[src/rtl/lpsm_pkg.sv]
package lpsm_pkg;
  typedef enum logic [1:0] {
    IF_ACTIVE   = 2'd0,
    IF_RESET    = 2'd1,
    IF_DISABLED = 2'd2
  } if_state_t;
endpackage

[src/rtl/lpsm_sync.sv]
module lpsm_sync #(
  parameter int STAGES = 2
) (
  input  logic clk,
  input  logic rst,
  input  logic din,
  output logic dout
);
  logic [STAGES-1:0] chain_q;

  generate
    for (genvar i = 0; i < STAGES; i++) begin : g_stage
      if (i == 0) begin : g_first
        always_ff @(posedge clk) begin
          if (rst) chain_q[0] <= 1'b0;
          else     chain_q[0] <= din;
        end
      end else begin : g_next
        always_ff @(posedge clk) begin
          if (rst) chain_q[i] <= 1'b0;
          else     chain_q[i] <= chain_q[i-1];
        end
      end
    end
  endgenerate

  assign dout = chain_q[STAGES-1];
endmodule

[src/rtl/lpsm_lowtime.sv]
module lpsm_lowtime #(
  parameter int RST_CYC = 256,
  parameter int DIS_CYC = 2560
) (
  input  logic clk,
  input  logic rst,
  input  logic lps_s,
  output logic past_rst,
  output logic past_dis
);
  localparam int CNT_MAX = DIS_CYC + 1;
  localparam int CNT_W   = $clog2(CNT_MAX + 1);

  logic [CNT_W-1:0] low_q;

  // Low-time counter: any high sample clears it, and it saturates just past the disable limit
  always_ff @(posedge clk) begin
    if (rst || lps_s)                       low_q <= '0;
    else if (low_q != CNT_W'(CNT_MAX))      low_q <= low_q + 1'b1;
  end

  assign past_rst = (low_q > CNT_W'(RST_CYC));
  assign past_dis = (low_q > CNT_W'(DIS_CYC));
endmodule

[src/rtl/lpsm_ifsm.sv]
module lpsm_ifsm
  import lpsm_pkg::*;
(
  input  logic      clk,
  input  logic      rst,
  input  logic      lps_s,
  input  logic      past_rst,
  input  logic      past_dis,
  output if_state_t st,
  output logic      busrst_req
);
  if_state_t st_q;
  logic      thr_dis_q;   // set when the disabled state was reached through the threshold

  always_ff @(posedge clk) begin
    if (rst) begin
      st_q       <= IF_DISABLED;
      thr_dis_q  <= 1'b0;
      busrst_req <= 1'b0;
    end else begin
      busrst_req <= 1'b0;
      unique case (st_q)
        IF_ACTIVE: begin
          if (past_rst) st_q <= IF_RESET;
        end
        IF_RESET: begin
          if (lps_s) begin
            st_q <= IF_ACTIVE;
          end else if (past_dis) begin
            st_q      <= IF_DISABLED;
            thr_dis_q <= 1'b1;
          end
        end
        IF_DISABLED: begin
          if (lps_s) begin
            st_q       <= IF_ACTIVE;
            busrst_req <= thr_dis_q;
            thr_dis_q  <= 1'b0;
          end
        end
        default: st_q <= IF_DISABLED;
      endcase
    end
  end

  assign st = st_q;
endmodule

[src/rtl/lpsm_linkon.sv]
module lpsm_linkon #(
  parameter int PWR_CYC  = 16417,
  parameter int HALF_CYC = 8,
  parameter int MAX_PCLS = 4
) (
  input  logic       clk,
  input  logic       rst,
  input  logic       link_act,
  input  logic       lkon_pkt_hit,
  input  logic       irq_wake,
  input  logic       bus_reset_seen,
  input  logic [2:0] pwr_class,
  input  logic       pwr_on_evt,
  output logic       wave
);
  localparam int WIN_W  = $clog2(PWR_CYC + 1);
  localparam int HALF_W = (HALF_CYC > 1) ? $clog2(HALF_CYC) : 1;

  logic             ev_q;
  logic [WIN_W-1:0] win_q;
  logic [HALF_W-1:0] half_q;
  logic             wave_q;
  logic             run;
  logic             trig;

  assign trig = lkon_pkt_hit || irq_wake;

  // Event-driven request: link activity clears it first, a new trigger beats a bus reset
  always_ff @(posedge clk) begin
    if (rst)                     ev_q <= 1'b0;
    else if (link_act)           ev_q <= 1'b0;
    else if (trig)               ev_q <= 1'b1;
    else if (bus_reset_seen)     ev_q <= 1'b0;
  end

  // Power-on wake window
  always_ff @(posedge clk) begin
    if (rst)                                          win_q <= '0;
    else if (link_act)                                win_q <= '0;
    else if (pwr_on_evt && (pwr_class <= 3'(MAX_PCLS))) win_q <= WIN_W'(PWR_CYC);
    else if (win_q != '0)                             win_q <= win_q - 1'b1;
  end

  assign run = ev_q || (win_q != '0);

  // Square-wave generator: flips on the first cycle of each half-period
  always_ff @(posedge clk) begin
    if (rst || !run) begin
      half_q <= '0;
      wave_q <= 1'b0;
    end else begin
      if (half_q == '0) wave_q <= ~wave_q;
      if (half_q == HALF_W'(HALF_CYC - 1)) half_q <= '0;
      else                                 half_q <= half_q + 1'b1;
    end
  end

  assign wave = wave_q;
endmodule

[src/rtl/lps_link_mgr.sv]
module lps_link_mgr
  import lpsm_pkg::*;
#(
  parameter int CTL_W    = 2,
  parameter int DATA_W   = 8,
  parameter int SYNC_STG = 2,
  parameter int RST_CYC  = 256,
  parameter int DIS_CYC  = 2560,
  parameter int PWR_CYC  = 16417,
  parameter int HALF_CYC = 8
) (
  input  logic              clk,
  input  logic              rst,
  input  logic              lps_in,
  input  logic              lctrl_bit,
  input  logic              lkon_pkt_hit,
  input  logic              phy_irq,
  input  logic              irq_wake_en,
  input  logic              bus_reset_seen,
  input  logic [2:0]        pwr_class,
  input  logic              pwr_on_evt,
  input  logic [CTL_W-1:0]  core_ctl,
  input  logic [DATA_W-1:0] core_data,
  input  logic              link_req_in,
  output logic [CTL_W-1:0]  link_ctl,
  output logic [DATA_W-1:0] link_data,
  output logic              link_req_out,
  output logic              link_clk_en,
  output logic              bus_reset_req,
  output logic              link_on_wave
);
  logic      lps_s;
  logic      past_rst;
  logic      past_dis;
  if_state_t st_q;
  logic      link_act;
  logic      pass;

  lpsm_sync #(.STAGES(SYNC_STG)) u_sync (
    .clk(clk), .rst(rst), .din(lps_in), .dout(lps_s)
  );

  lpsm_lowtime #(.RST_CYC(RST_CYC), .DIS_CYC(DIS_CYC)) u_low (
    .clk(clk), .rst(rst), .lps_s(lps_s),
    .past_rst(past_rst), .past_dis(past_dis)
  );

  lpsm_ifsm u_fsm (
    .clk(clk), .rst(rst), .lps_s(lps_s),
    .past_rst(past_rst), .past_dis(past_dis),
    .st(st_q), .busrst_req(bus_reset_req)
  );

  assign link_act = (st_q == IF_ACTIVE) && lctrl_bit;

  lpsm_linkon #(.PWR_CYC(PWR_CYC), .HALF_CYC(HALF_CYC)) u_lkon (
    .clk(clk), .rst(rst), .link_act(link_act),
    .lkon_pkt_hit(lkon_pkt_hit), .irq_wake(phy_irq && irq_wake_en),
    .bus_reset_seen(bus_reset_seen), .pwr_class(pwr_class),
    .pwr_on_evt(pwr_on_evt), .wave(link_on_wave)
  );

  assign pass = (st_q == IF_ACTIVE);

  // Registered, gated link-side outputs
  always_ff @(posedge clk) begin
    if (rst) begin
      link_ctl     <= '0;
      link_data    <= '0;
      link_req_out <= 1'b0;
      link_clk_en  <= 1'b0;
    end else begin
      link_ctl     <= pass ? core_ctl : '0;
      link_data    <= pass ? core_data : '0;
      link_req_out <= pass && link_req_in;
      link_clk_en  <= (st_q != IF_DISABLED);
    end
  end
endmodule

[config.mk]
export PLATFORM = sky130hd
export DESIGN_NAME = lps_link_mgr
export DESIGN_NICKNAME = d
export VERILOG_FILES = /design/src/rtl/lpsm_pkg.sv /design/src/rtl/lpsm_sync.sv /design/src/rtl/lpsm_lowtime.sv /design/src/rtl/lpsm_ifsm.sv /design/src/rtl/lpsm_linkon.sv /design/src/rtl/lps_link_mgr.sv
export SDC_FILE = /design/constraint.sdc
export NUM_CORES = 1
export LEC_CHECK = 0
export BUFFER_PORTS_ARGS = -buffer_cell sky130_fd_sc_hd__buf_2
export CAP_MARGIN = 20
export CORE_MARGIN = 2
export CORE_UTILIZATION = 59
export DETAILED_ROUTE_END_ITERATION = 8
export PLACE_DENSITY_LB_ADDON = 0.12
export SLEW_MARGIN = 30
export SYNTH_ARGS = -nofsm -noshare
export SYNTH_HDL_FRONTEND = slang
export SYNTH_SLANG_ARGS = --single-unit
[constraint.sdc]
create_clock -name clk -period 3.2 [get_ports clk]
set_clock_uncertainty 0.15 [all_clocks]
set_input_delay 0.16 -clock clk [delete_from_list [all_inputs] [get_ports clk]]
set_output_delay 0.16 -clock clk [all_outputs]
set_load 0.05 [all_outputs]
==> flow_metrics.tcl <==
set metrics [dict create \
    synth_ff_type "dfxtp_1" \
    areaGrowthSynthToFinish_pct 22.5 \
    grtUsageMet1_pct 24.2 \
    netlist_instances 236 \
    synth_edf_count 0 \
    antenna_found_initial 0 \
    syn-num-nets 266 \
    total_power_mw 2.04 \
    slew_violations 0 \
    reg2reg_from "u_lkon.win_q[0]$_SDFFE_PP0P_" \
    cts_tree "done" \
    startpoint_type "flip-flop" \
    min_from "pwr_class[0]" \
    vias 1816 \
    status "finished clean" \
    gp_congestion 0.803 \
    worst-setup-path-type "flip-flop to flip-flop" \
    min_path_cells 4 \
    synth_area_um2 2140 \
    tns_ns 0 \
    diodes 0 \
    fin_crit_sh_pct 72.5 \
    grt_max_degree 17 \
    yosys.area.top_type "dfxtp_1" \
    ys_async_sr_fraction_pct 0 \
    wire_per_inst_um 12.7 \
    htreeDepth 2 \
    ant_nets 0 \
    dpl.hpwl_um 2810 \
    ys_types 42 \
    drtIter0Drc 101 \
    drc 0 \
    routed_wl_um 4270 \
    rsz0062_at_grt "false" \
    slew_headroom_pct 55.7 \
    whs_endpoint "u_lkon.win_q[0]$_SDFFE_PP0P_" \
    post_cts_buffers 0 \
    multi_input_area_um2 1080 \
    fillCellCount 257 \
    cts.sinks 50 \
    power.density_nw_per_um2 780 \
    cts.clk_slew.worst_paths_ns 0.14 \
    synth.area.top_cells "dfxtp_1, a21oi_1, ha_1" \
    yosys_warnings 0 \
    firstDrtPassIters 4 \
    grt_util_met3_pct 5.28 \
    hold_slack_ns 0.0947 \
    p_leak_nw 1.04 \
    yosysSeqAreaShare_pct 46.8 \
    cap_violations 0 \
    fin_util_pct 76.7 \
    post_synth.cell_area_avg_um2 9.06 \
    stdcell_area_um2 2620 \
    avgViaCountPerCell 5.39 \
    r2r_slack_ns 0.88 \
    numPortBuffers 36 \
    grt_pass1_vias 1677 \
    rows 21 \
    grt_pass1_wl_um 7090 \
    synthTopCellsByCount "dfxtp_1, nor2_1, a21oi_1" \
    ys_ff_latch 50 \
    hold_viol_final 0 \
    finalSetupViolCount 0 \
    clk_latency_ns 0.38 \
    synth_top_cell_area_share_pct 46.8 \
    max_freq_ghz 0.431 \
    period_needed_ns 2.32 \
    root_buffer "clkbuf_4" \
    cp-end-kind "flip-flop" \
    die_w_um 64.2 \
    vdd_drop_max_mv 0.599 \
    cp_max_fo 9 \
    hold_class "input pin to flip-flop" \
    finish.net_count 320 \
    die_h_um 64.2 \
    required_ns 3.32 \
    clk_path_buf_depth 2 \
    track_usage_pct 22.2 \
    critPathArrivalTime_ns 2.44 \
    yosysMostFrequentCell "dfxtp_1" \
    gr-usage-met2_pct 39.6 \
    drive_above_1_share_pct 18.9 \
    initial_core_util_pct 62.6 \
    regArea_um2 1000 \
    die-area_um2 4120 \
    cts_buffers 5 \
    io_pins 37 \
    post_dp_cell_area_um2 2350 \
    core-area_um2 3420 \
    grt_overflow 0 \
    cts.repair.resized 0 \
    worst_slew_pin_slew_ns 0.658 \
    r2r_end "u_lkon.half_q[2]$_SDFF_PP0_" \
    reg2reg_depth 6 \
    top_usage_layer "met2" \
]
## placed cells by master (no fill, tap or decap), drive strengths merged, types with 7 or more instances in the layout
cell         synthesis  final
dfxtp               50     50
buf                  0     36
nor2                22     22
a21oi               21     21
dlygate4sd3          0     17
nand2               13     13
and2                11     11
inv                 10     11
nand3               10     10
xnor2                9      9
nor3                 8      8
nor4                 7      7
o21ai                7      7
ha                   7      7
or3                  7      7
## power breakdown
part | leakage, nW | internal [mW] | switching, mW | total, mW
clock | 0.0489 | 0.189 | 0.204 | 0.393
combinational | 0.588 | 0.373 | 0.420 | 0.794
sequential | 0.408 | 0.736 | 0.121 | 0.857
## final cells by class
class,instances,area share [%]
clock buffers,6,1.96
clock inverters,2,1.48
inverters,10,1.43
multi-input cells,170,41.3
flip-flops and latches,50,38.2
well taps,46,2.20
repair buffers,53,13.4
## per-layer routing
metal | wire (µm) | part of all wire, % | up-vias
li1 | - | - | 950
met3 | 155 | 3.6 | 8
met1 | 1830 | 43 | 824
met2 | 2210 | 52 | 34
met5 | 0 | 0 | -
met4 | 83 | 1.9 | 0
## metrics by stage
| stage | worst slack [ns] | instances |
|---|---|---|
| floorplan | 1.20 | 236 |
| global placement | 1.04 | 312 |
| detailed placement | 0.949 | 312 |
| CTS | 0.907 | 337 |
| global route | 0.621 | 337 |
| finish | 0.880 | 337 |
## how the worst max path moves through the flow
| stage | to | startpoint | depth (start not counted) | slack [ns] |
|---|---|---|---|---|
| final | u_lkon.half_q[2]$_SDFF_PP0_ | u_lkon.win_q[0]$_SDFFE_PP0P_ | 6 | 0.88 |
| after global routing | u_lkon.half_q[2]$_SDFF_PP0_ | u_lkon.win_q[0]$_SDFFE_PP0P_ | 6 | 0.62 |
| after CTS | u_lkon.half_q[2]$_SDFF_PP0_ | u_lkon.win_q[0]$_SDFFE_PP0P_ | 6 | 0.91 |
| after detailed placement | u_lkon.half_q[2]$_SDFF_PP0_ | u_lkon.win_q[0]$_SDFFE_PP0P_ | 6 | 0.95 |
| after global placement | u_lkon.half_q[1]$_SDFF_PP0_ | u_lkon.win_q[0]$_SDFFE_PP0P_ | 6 | 1.04 |
| after floorplan | u_lkon.win_q[7]$_SDFFE_PP0P_ | u_lkon.win_q[0]$_SDFFE_PP0P_ | 4 | 1.20 |
## worst max-delay path, stage by stage, from the launching register on
cell and delay [ns]:
dfxtp_1 0.37, inv_1 0.07, ha_1 0.20, nor4b_1 0.47, nand4_1 0.46, nor2_1 0.40, nor4b_1 0.10
## registers in the layout, indices dropped and copies added, names as in the netlist, 2 cells and up
name	count
u_lkon.win_q	15
link_ctl	2
u_low.low_q	12
u_lkon.half_q	3
u_fsm.st	2
link_data	8
## repair_timing
| action | in CTS | in global routing |
|---|---|---|
| endpoints found under the hold margin | 23 | 0 |
| setup endpoints to repair | 0 | 0 |
| hold buffers | 17 | 0 |
## cell families after synthesis
logic type                 Yosys count  share of synthesized area [%]
AOI/OAI and AO/OA                   43                           12.3
adders and majority gates            7                           4.10
xor gates and xnor gates            11                           4.51
buffers and inverters               16                           2.81
and+or+nand+nor                    106                           28.1
DFF                                 50                           46.8
muxes                                3                           1.40
No activity file was read; power rests on OpenSTA's default activity.
